**config.mk**
```make
export PLATFORM = sky130hd
export DESIGN_NAME = uart_rx_buffer
export DESIGN_NICKNAME = d
export VERILOG_FILES = /design/src/rtl/uart_rxb_pkg.sv /design/src/rtl/rxb_fifo.sv /design/src/rtl/rxb_timeout.sv /design/src/rtl/rxb_wmark.sv /design/src/rtl/uart_rx_buffer.sv
export SDC_FILE = /design/constraint.sdc
export NUM_CORES = 1
export LEC_CHECK = 0
export BUFFER_PORTS_ARGS = -buffer_cell sky130_fd_sc_hd__buf_2
export CORE_MARGIN = 2
export CORE_UTILIZATION = 62
export DETAILED_ROUTE_END_ITERATION = 6
export PLACE_DENSITY = 0.78
export SLEW_MARGIN = 25
export SYNTH_ARGS = -nofsm -noshare
export SYNTH_HDL_FRONTEND = slang
export SYNTH_SLANG_ARGS = --single-unit
```
**constraint.sdc**
```tcl
create_clock -name clk -period 4.1 [get_ports clk]
set_input_delay 0.82 -clock clk [delete_from_list [all_inputs] [get_ports clk]]
set_output_delay 0.82 -clock clk [all_outputs]
set_load 0.03 [all_outputs]
```
**src/rtl/uart_rxb_pkg.sv**
```systemverilog
package uart_rxb_pkg;
  localparam int CHAR_W  = 8;
  localparam int FLAG_W  = 4;
  localparam int ENTRY_W = CHAR_W + FLAG_W;
  localparam int CTRL_W  = 3;

  localparam logic [2:0] ADDR_DATA  = 3'd0;
  localparam logic [2:0] ADDR_LEVEL = 3'd1;
  localparam logic [2:0] ADDR_MASK  = 3'd2;
  localparam logic [2:0] ADDR_RAW   = 3'd3;
  localparam logic [2:0] ADDR_MSKD  = 3'd4;
  localparam logic [2:0] ADDR_CLEAR = 3'd5;

  localparam int BIT_LVL = 0;
  localparam int BIT_RTO = 1;
  localparam int BIT_OVR = 2;
endpackage

```
**src/rtl/rxb_fifo.sv**
```systemverilog
module rxb_fifo #(
  parameter int DEPTH = 32,
  parameter int WIDTH = 12
) (
  input  logic                       clk,
  input  logic                       rst_n,
  input  logic                       push,
  input  logic                       pop,
  input  logic [WIDTH-1:0]           wdata,
  output logic [WIDTH-1:0]           head,
  output logic [$clog2(DEPTH):0]     fill,
  output logic                       full,
  output logic                       empty
);
  localparam int AW = $clog2(DEPTH);
  localparam int CW = AW + 1;

  logic [WIDTH-1:0] mem [DEPTH];
  logic [AW-1:0]    wr_ptr, rd_ptr;

  always_ff @(posedge clk) begin
    if (push) mem[wr_ptr] <= wdata;
  end

  always_ff @(posedge clk or negedge rst_n) begin
    if (!rst_n) begin
      wr_ptr <= '0;
      rd_ptr <= '0;
      fill   <= '0;
    end else begin
      if (push) wr_ptr <= wr_ptr + 1'b1;
      if (pop)  rd_ptr <= rd_ptr + 1'b1;
      case ({push, pop})
        2'b10:   fill <= fill + 1'b1;
        2'b01:   fill <= fill - 1'b1;
        default: fill <= fill;
      endcase
    end
  end

  assign head  = mem[rd_ptr];
  assign full  = (fill == CW'(DEPTH));
  assign empty = (fill == '0);
endmodule

```
**src/rtl/rxb_timeout.sv**
```systemverilog
module rxb_timeout #(
  parameter int LIMIT = 32
) (
  input  logic clk,
  input  logic rst_n,
  input  logic restart,
  input  logic tick,
  input  logic active,
  output logic expire
);
  localparam int TW = $clog2(LIMIT + 1);

  logic [TW-1:0] cnt;
  logic          step;

  assign step   = tick && active && (cnt != TW'(LIMIT));
  assign expire = !restart && step && (cnt == TW'(LIMIT - 1));

  always_ff @(posedge clk or negedge rst_n) begin
    if (!rst_n)       cnt <= '0;
    else if (restart) cnt <= '0;
    else if (step)    cnt <= cnt + 1'b1;
  end
endmodule

```
**src/rtl/rxb_wmark.sv**
```systemverilog
module rxb_wmark #(
  parameter int DEPTH = 32
) (
  input  logic [2:0]               sel,
  input  logic [$clog2(DEPTH):0]   fill,
  output logic                     above
);
  localparam int CW = $clog2(DEPTH) + 1;

  logic [CW-1:0] thr;

  always_comb begin
    case (sel)
      3'd0:    thr = CW'(DEPTH / 8);
      3'd1:    thr = CW'(DEPTH / 4);
      3'd2:    thr = CW'(DEPTH / 2);
      3'd3:    thr = CW'((DEPTH * 3) / 4);
      3'd4:    thr = CW'((DEPTH * 7) / 8);
      default: thr = CW'(DEPTH / 2);
    endcase
  end

  assign above = (fill > thr);
endmodule

```
**src/rtl/uart_rx_buffer.sv**
```systemverilog
module uart_rx_buffer
  import uart_rxb_pkg::*;
#(
  parameter int DEPTH    = 32,
  parameter int RTO_BITS = 32
) (
  input  logic               clk,
  input  logic               rst_n,
  input  logic               in_valid,
  output logic               in_ready,
  input  logic [CHAR_W-1:0]  in_data,
  input  logic [FLAG_W-1:0]  in_flags,
  input  logic               bit_tick,
  input  logic [2:0]         reg_addr,
  input  logic               reg_wr,
  input  logic               reg_rd,
  input  logic [CTRL_W-1:0]  reg_wdata,
  output logic [ENTRY_W-1:0] reg_rdata,
  output logic               dma_single,
  output logic               dma_burst,
  output logic               irq
);
  localparam int CW = $clog2(DEPTH) + 1;

  logic [ENTRY_W-1:0] head;
  logic [CW-1:0]      fill;
  logic               full, empty;
  logic               push, pop, drop, expire, above;
  logic               clr_wr;
  logic [CTRL_W-1:0]  level_sel, mask_q, raw, masked;
  logic               rto_q, ovr_q, rto_vis;

  assign in_ready = !full;
  assign push     = in_valid && !full;
  assign drop     = in_valid && full;
  assign pop      = reg_rd && (reg_addr == ADDR_DATA) && !empty;
  assign clr_wr   = reg_wr && (reg_addr == ADDR_CLEAR);

  rxb_fifo #(.DEPTH(DEPTH), .WIDTH(ENTRY_W)) u_fifo (
    .clk(clk), .rst_n(rst_n), .push(push), .pop(pop),
    .wdata({in_flags, in_data}), .head(head), .fill(fill),
    .full(full), .empty(empty)
  );

  rxb_timeout #(.LIMIT(RTO_BITS)) u_rto (
    .clk(clk), .rst_n(rst_n), .restart(push || pop),
    .tick(bit_tick), .active(!empty), .expire(expire)
  );

  rxb_wmark #(.DEPTH(DEPTH)) u_wmark (
    .sel(level_sel), .fill(fill), .above(above)
  );

  always_ff @(posedge clk or negedge rst_n) begin
    if (!rst_n) begin
      level_sel <= '0;
      mask_q    <= '0;
      rto_q     <= 1'b0;
      ovr_q     <= 1'b0;
    end else begin
      if (reg_wr && reg_addr == ADDR_LEVEL) level_sel <= reg_wdata;
      if (reg_wr && reg_addr == ADDR_MASK)  mask_q    <= reg_wdata;
      if (expire)                                      rto_q <= 1'b1;
      else if (empty || (clr_wr && reg_wdata[BIT_RTO])) rto_q <= 1'b0;
      if (drop)                                        ovr_q <= 1'b1;
      else if (clr_wr && reg_wdata[BIT_OVR])            ovr_q <= 1'b0;
    end
  end

  // timeout is only meaningful while data waits; hide it the moment the buffer empties
  assign rto_vis = rto_q && !empty;
  assign raw     = {ovr_q, rto_vis, above};
  assign masked  = raw & mask_q;
  assign irq     = |masked;

  assign dma_single = !empty;
  assign dma_burst  = above;

  always_comb begin
    case (reg_addr)
      ADDR_DATA:  reg_rdata = empty ? '0 : head;
      ADDR_LEVEL: reg_rdata = {{(ENTRY_W-CTRL_W){1'b0}}, level_sel};
      ADDR_MASK:  reg_rdata = {{(ENTRY_W-CTRL_W){1'b0}}, mask_q};
      ADDR_RAW:   reg_rdata = {{(ENTRY_W-CTRL_W){1'b0}}, raw};
      ADDR_MSKD:  reg_rdata = {{(ENTRY_W-CTRL_W){1'b0}}, masked};
      default:    reg_rdata = '0;
    endcase
  end
endmodule

```
==> results, run 1 <==
- The run finished with clean final reports.
- Relative to the synthesized area, the layout overhead comes to 13.3%.
- The most repeated library cell on the critical path is buf_12.
- Summed over all layers, the routed wires come to 36200 microns.
- The Yosys warning count is 0.
- For this run, the register share of the synthesized area comes to 73.3%.
- edfxtp_1 takes more of the synthesized area than any other cell.
- The synthesized netlist net count is 952.
- Hold timing on the final database bottoms out at a slack of 345 ps.
- In this run, synthesis inferred 384 flip-flops with an integrated enable.
- Summing the areas of all fa, ha and maj instances in the mapped netlist gives 1.31% of the synthesized area.
- The die is 168 microns tall.
- Of the cells placed in the final design, the portion with a size suffix greater than 1 is between 20% and 30%.
- Summed over all nets, the half-perimeter wirelength after detailed placement is 21800 microns.
- The die width is 168 microns.
- Yosys instantiated no cell more often than edfxtp_1.
- The critical path is of the flop to primary output type.
- The number of ports placed on the die boundary is 40.
- Yosys attributes the largest share of cell area to edfxtp_1 (69%), mux4_2 (7.5%), mux2i_1 (4.6%).
- The core region is approximately 0.027 sq mm.
- The time the worst path needs with I/O delays and setup is 4000 ps.
- The largest delay contributor family on the critical path is compound AO/OA/AOI/OAI gates.
- Once placement finished, the instance area stood at 0.0176 sq mm.
- The die covers ~0.028 sq mm.
- Setup repair after global routing left no endpoint under its margin.
- The count of buffer and inverter cells on the critical path is 3.
- For this run, asynchronously set or reset flops after synthesis account for just over 7%.
- The level count of the clock H-tree is 2.
- The number of clock sinks is roughly 410.
- Walking the worst path, the cells encountered are buf_12 -> buf_12 -> mux4_2 -> a221oi_1 -> o22ai_1 -> buf_2.
- The first detailed-routing pass took 5 iterations.
- The xor-xnor portion of the synthesized cell area is 0.836%.
- In the finished design, the share of the clock period the worst path needs comes to 97.6%.
- The total number of vias is 9031.
- No sink is reached through more buffers than the 3 on the longest clock path.
- The global placement routability congestion is ~0.8.
- Multiplexer cells account for a little over an eighth of the synthesized area.
- In this run the biggest area consumer among cell types represents between 60 and 70% of the synthesized area.
- The average cell area after synthesis is 18.4 sq um.
- The DRC marker count from the first detailed-route iteration is 950.
- In the routed layout, each cell is associated on average with a via count of 6.60.
- The slowest stage of the critical path belongs to the cell a221oi_1.
- The largest net degree at the start of global routing is 39.
- The maximum cell stage delay along the critical path is 610 ps.
- The critical path launch point type is a flop.
- The global-route usage over all layers is about a quarter.
- The buffer cell driving the clock tree root is clkbuf_16.
- The total of max-cap violations is 0.
- The max-slew violation count is 0.
- In this run the worst hold path is classified as input port to async pin.
- Counting cells, the worst reg-to-reg path comes to 13.
- The worst-path maximum fanout is 27.
- The number of cells on the critical path is 6.
- The detailed-route DRC error count is 0.
- In this run the remaining antenna-violating nets after routing total 0.
- The dominant combinational cell family by area after synthesis is multiplexers.
- The number of clock buffers added by TritonCTS is 40.
- The number of antenna diodes is 0.
- The clock latency on the worst-skew pair is 540 ps.
- The cell count after synthesis is approximately 910.
- Once the floorplan was initialized, standard cells occupied 62.7% of the core.
- At the worst endpoint, the required time is 3280 ps.
- The most used flip-flop cell after synthesis is edfxtp_1.
- Counting distinct cell types in the post-synthesis netlist gives 58.
- The cell area power density is about 650 mW/mm^2.
- Summing the areas of all compound-gate instances in the mapped netlist gives 5.90% of the synthesized area.
- The finished layout holds 1369 standard cells, fillers aside.
- The number of antenna violations at the first check in global routing is 0.
- After routing the design area is 0.0190 sq mm.
- Dividing the detail-routed wire length by the instance count gives roughly 26 microns.
- Clock skew on the completed layout was measured at 16.6 ps.
- The setup total negative slack is 0 ps.
- The number of global-route vias before repair is 9000.
- The capturing element type of the critical path is a primary output.
- Summed over all cells, the static leakage comes to 6.51 nW.
- Measured on the finished design, the core utilization comes to 71.1%.
- The CTS tree is built.
- Across the VDD grid, the largest voltage drop is 0.000439 V.
- The final layout contains 1037 nets.
- The post-placement cell count is between 1000 and 1500.
- The post-synthesis register bit count is 414.
- The final global-route overflow total is 0.
- Counting instances in the post-synthesis netlist gives the leading cell types as edfxtp_1 (384), mux2i_1 (77), a221oi_1 (56), mux4_2 (56), nor2_1 (40).
- The count of hold buffers inserted by post-cts repair is 0.
- The clock input transition at the sequential cells of the worst setup and hold paths is approximately 60 ps.
- Setup violations remaining at the end of the flow were counted as 0.
- The simple-gate portion of the synthesized area is 3.51%.
- The area of the mapped netlist is between 0.015 and 0.02 sq mm.
- The final number of hold-violating endpoints is 0.
- The global-route wire length before repair is 54700 microns.
- The data arrival at the endpoint of the critical path is 3180 ps.
- Input and output buffers added on the ports amount to 39.
- The standard-cell row count is 60.
- Measured against its own limit, the worst slew margin works out to 50.3%.
- The pin slew with the least headroom to its limit is 743 ps.
- The maximum achievable frequency is around 0.25 GHz.
-- kinds of logic after synthesis --
logic type / Yosys count
and+or+nand+nor: 121
adders and majority gates: 17
buffers and inverters: 64
muxes: 151
AOI/OAI and AO/OA: 128
xor gates and xnor gates: 16
DFF: 414
-- metrics by stage --
stage / worst slack, ps / power (W)
5_1_grt: 60.5 / 0.0128
3_3_place_gp: 578 / 0.00849
2_1_floorplan: 807 / 0.00759
6_report: 98.6 / 0.0123
4_1_cts: 2.99 / 0.0123
3_5_place_dp: 554 / 0.00856
-- layout make-up --
class / instances / area [sq um]
clock buffer: 49 / 1100
timing repair buffer: 90 / 657
clock inverter: 25 / 292
sequential: 414 / 12300
fill: 1600 / 7730
multi-input combinational: 433 / 4180
tap: 341 / 427
inverter: 17 / 63.8
-- power by group --
part           switching [W]  internal (W)  total (W)
combinational        0.00188       0.00147    0.00335
sequential          0.000212       0.00495    0.00516
clock                0.00153       0.00229    0.00382
-- what timing repair did --
action,in CTS,in global routing
setup buffers,0,1
gates resized for setup,0,1
setup endpoints to repair,0,7
endpoints found under the hold margin,0,0
-- flip-flops by register name, summed over array words and instances (netlist names) --
name           flops
u_rto.cnt          6
u_fifo.wr_ptr      5
u_fifo.mem       384
u_fifo.fill        6
level_sel          3
ovr_q              1
rto_q              1
u_fifo.rd_ptr      5
mask_q             3
-- cell usage in the layout (no fill, tap or decap), types with 10 or more instances in the layout --
cell type	n
mux4_2	56
mux2_2	13
xnor2_1	14
mux2i_1	77
nand3_1	14
dfrtp_1	28
nand2_1	30
clkinv_2	10
o21a_1	19
nor2_1	40
a221oi_1	56
buf_4	44
buf_2	39
o21ai_0	12
edfxtp_1	384
o22ai_1	10
inv_1	15
clkbuf_16	41
ha_1	16
-- worst register-to-register path, stage by stage, from the launching register on --
cell and delay, ps:
dfrtp_1 420, nor3_1 290, and3b_1 370, nor4_2 100, nand2_1 170, inv_2 80
ha_1 280, ha_1 300, a21o_1 180, a21oi_1 220, nor2b_1 90, or4_1 460
nand3_1 100, xor2_1 140
-- final timing paths --
check                            startpoint               end  slack (ps)
hold / removal                        rst_n    u_fifo.fill[4]         350
max in group asynchronous             rst_n  u_fifo.rd_ptr[0]        3220
min in group clk               u_rto.cnt[5]             rto_q         500
setup / recovery           u_fifo.rd_ptr[0]     reg_rdata[10]         100
hold reg to reg                u_rto.cnt[5]             rto_q         500
setup reg to reg             u_fifo.fill[0]    u_fifo.fill[5]         840
-- layer usage --
| metal | GRT usage (%) | share of wire [%] | vias up |
|---|---|---|---|
| met5 | 0 | 0 | - |
| met4 | 8.25 | 2.8 | 0 |
| met3 | 5.17 | 8.7 | 76 |
| met2 | 41.3 | 47 | 462 |
| met1 | 37.7 | 41 | 4604 |
| li1 | - | - | 3889 |
Power figures use the tool's default switching activity.
==> run 2: changes to the inputs <==
==> constraint.sdc (replaced) <==
create_clock -name clk -period 4.3 [get_ports clk]
set_input_delay 0.86 -clock clk [delete_from_list [all_inputs] [get_ports clk]]
set_output_delay 0.86 -clock clk [all_outputs]
set_load 0.03 [all_outputs]
==> run 2 against run 1 <==
Largest power group unchanged. Highest routed layer unchanged. Register-to-register slack improved by 40 ps. Power decreased by 7.5%. Non-clock buffer count decreased by 3. Sequential power decreased by 4.3%.
==> results, run 2 (synthesis results as in run 1) <==
- The wire length per cell is 26.9 microns (was 26.4 microns).
- The number of ports placed on the die boundary is 40 (unchanged).
- The number of buffers added for setup after CTS is 0 (unchanged).
- The die width is 168 microns (unchanged).
- The global placement routability congestion came to 0.827 (was 0.815).
- The capture point of the worst reg-to-reg path is u_fifo.fill[5] (unchanged).
- The wire length after detailed routing is 36700 microns (was 36200 microns).
- The final cell count without fillers is 1366 (was 1369).
- The clock skew is 23.7 ps (was 16.6 ps).
- The maximum achievable frequency is roughly 0.24 GHz.
- The number of clock buffers inserted by TritonCTS is 41 (was 40).
- The layout overhead on the synthesized area came to 12.2% (was 13.3%).
- The clock latency on the worst-skew pair is 550 ps (was 540 ps).
- The detailed-route DRC error count came to 0 (unchanged).
- The number of global-route vias before repair is 9000 (unchanged).
- Status: completed (unchanged).
- The class of the worst hold path is input port to async pin (unchanged).
- The required time at the worst-slack endpoint is 3440 ps (was 3280 ps).
- The capturing element type of the critical path is a primary output (unchanged).
- The net count reported at finish is 1035 (was 1037).
- The post-placement cell count is 1292 (was 1294).
- The standard-cell row count is 60 (unchanged).
- The number of flip-flops under the largest register name was 384 (unchanged).
- The number of clock sinks is 414 (unchanged).
- The effective utilization at floorplan was 62.7% (unchanged).
- The final global-route overflow total is 0 (unchanged).
- The number of antenna violations at the first check in global routing is 0 (unchanged).
- The commonest non-fill, non-tap cell in the layout is edfxtp_1 (unchanged).
- The pin slew with the least headroom to its limit is 954 ps (was 743 ps).
- The CTS tree is built (unchanged).
- The core footprint is 0.0267 sq mm (unchanged).
- The start point of the critical path is u_fifo.rd_ptr[0] (unchanged).
- The overall die height came to 168 microns (unchanged).
- The port buffer count is 39 (unchanged).
- The first-pass iteration count of the detailed router was 5 (unchanged).
- The detailed-route vias per instance is 6.53 (was 6.60).
- The count of hold buffers inserted by post-cts repair is 0 (unchanged).
- The internal reg-to-reg setup slack is 880 ps (was 840 ps).
- The global-route wire length before repair is 55800 microns (was 54700 microns).
- The endpoint of the worst setup timing path is reg_rdata[8] (was reg_rdata[10]).
- The DRC marker count from the first detailed-route iteration was 1091 (was 950).
- The buffer levels on the longest clock path came to 3 (unchanged).
- The maximum ir drop on the vdd rail is 0.000428 V (was 0.000439 V).
- The level count of the clock H-tree is 2 (unchanged).
- The largest net degree at the start of global routing is 45 (was 39).
- The worst-path maximum fanout came to 25 (was 27).
- The proportion of layout cells with a drive suffix above 1 is 21.6% (was 22.9%).
- The top register by number of flip-flops is u_fifo.mem (unchanged).
- The half-perimeter wire length of the detailed placement result came to 21600 microns (was 21800 microns).
- Top library cells by usage in the layout, fill and taps aside: edfxtp_1 (384), mux2i_1 (77), mux4_2 (56), a221oi_1 (56), buf_4 (43) (was edfxtp_1 (384), mux2i_1 (77), mux4_2 (56), a221oi_1 (56), buf_4 (44)).
- The relative slew slack is 36.3% (was 50.3%).
- The global-route usage over all layers is 26.9% (was 26.2%).
- The total of endpoints with negative setup slack in the final report is 0 (unchanged).
- Setup repair after global routing missed its margin: false (unchanged).
- The area of the die is 0.0284 sq mm (unchanged).
- The depth of the most critical reg-to-reg path is 13 (unchanged).
- The total of max-cap violations is 0 (unchanged).
- The setup total negative slack came to 0 ps (unchanged).
- The data arrival at the endpoint of the critical path is 3240 ps (was 3180 ps).
- The max-slew violation count is 0 (unchanged).
- The critical path launch point type is a flop (unchanged).
- The start-to-end type of the worst setup path was flop to primary output (unchanged).
- Registers with the highest flip-flop counts: u_fifo.mem (384), u_fifo.fill (6), u_rto.cnt (6) (unchanged).
- The standby leakage power is 6.43 nW (was 6.51 nW).
- The startpoint of the worst register-to-register path is u_fifo.fill[3] (was u_fifo.fill[0]).
- The total number of vias is 8920 (was 9031).
- The final number of hold-violating endpoints is 0 (unchanged).
- The cell area power density is 607 mW/mm^2 (was 649 mW/mm^2).
- The count of nets left with antenna violations after detail routing is 0 (unchanged).
- The number of instances resized during post-cts repair is 0 (unchanged).
- The clock input transition at the sequential cells of the worst setup and hold paths is 60 ps (about the same).
- The time the worst path needs with I/O delays and setup is approximately 4000 ps.
- The final cycle utilization of the critical path is 95.2%.
- The buffer cell driving the clock tree root is clkbuf_16 (unchanged).
- The number of antenna diodes was 0 (unchanged).
## run 2: cell count changes in the layout (fill, tap and decap cells not counted), sizes merged
cell      change
buf           -3
clkbuf        +2
clkinv        +5
bufinv        -5
clkinvlp      -2
## run 2: area by class of cell
class / count / area, sq um
Clock buffer: 51 / 1080
Timing Repair Buffer: 87 / 618
Tap cell: 341 / 427
Fill cell: 1623 / 7910
Multi-Input combinational cell: 433 / 4170
Inverter: 17 / 63.8
Clock inverter: 23 / 163
Sequential cell: 414 / 12300
## run 2: critical path: stages (launching register included)
cell and delay (ps):
dfrtp_4 750, buf_12 290, mux4_2 530, a221oi_1 630, o22ai_1 230, buf_2 230
## run 2: worst min path at each step
| stage | cells after the start | to | slack, ps | startpoint |
|---|---|---|---|---|
| after floorplan | 1 | rto_q | 460 | u_rto.cnt[5] |
| after global placement | 1 | rto_q | 500 | u_rto.cnt[5] |
| after CTS | 1 | u_fifo.fill[4] | 390 | rst_n |
| after detailed placement | 1 | rto_q | 510 | u_rto.cnt[5] |
| after global routing | 1 | level_sel[0] | 430 | rst_n |
| final | 1 | level_sel[0] | 390 | rst_n |
## run 2: routing by layer
| metal | vias up | share of wire, % | track usage [%] |
|---|---|---|---|
| met5 | - | 0 | 0 |
| met4 | 0 | 2.6 | 7.50 |
| met3 | 73 | 9.2 | 5.36 |
| met2 | 429 | 48 | 43.4 |
| met1 | 4535 | 40 | 38.4 |
| li1 | 3883 | - | - |
## run 2: through the flow
step	hold slack (ps)	utilization, %	power, W	instance area, sq um	setup slack (ps)
6_report	389	70.4	0.0114	18800	205
5_1_grt	432	70.4	0.0119	18800	70.6
4_1_cts	392	70.4	0.0115	18800	181
3_5_place_dp	513	65.7	0.00816	17600	575
3_3_place_gp	496	65.7	0.00809	17600	640
2_1_floorplan	460	-	0.00724	16800	967
## run 2: where the power goes
| part | internal, W | leakage [nW] | switching, W | total (W) |
|---|---|---|---|---|
| logic | 0.00139 | 1.97 | 0.00176 | 0.00315 |
| clock network | 0.00187 | 0.621 | 0.00146 | 0.00332 |
| registers | 0.00472 | 3.83 | 0.000226 | 0.00494 |
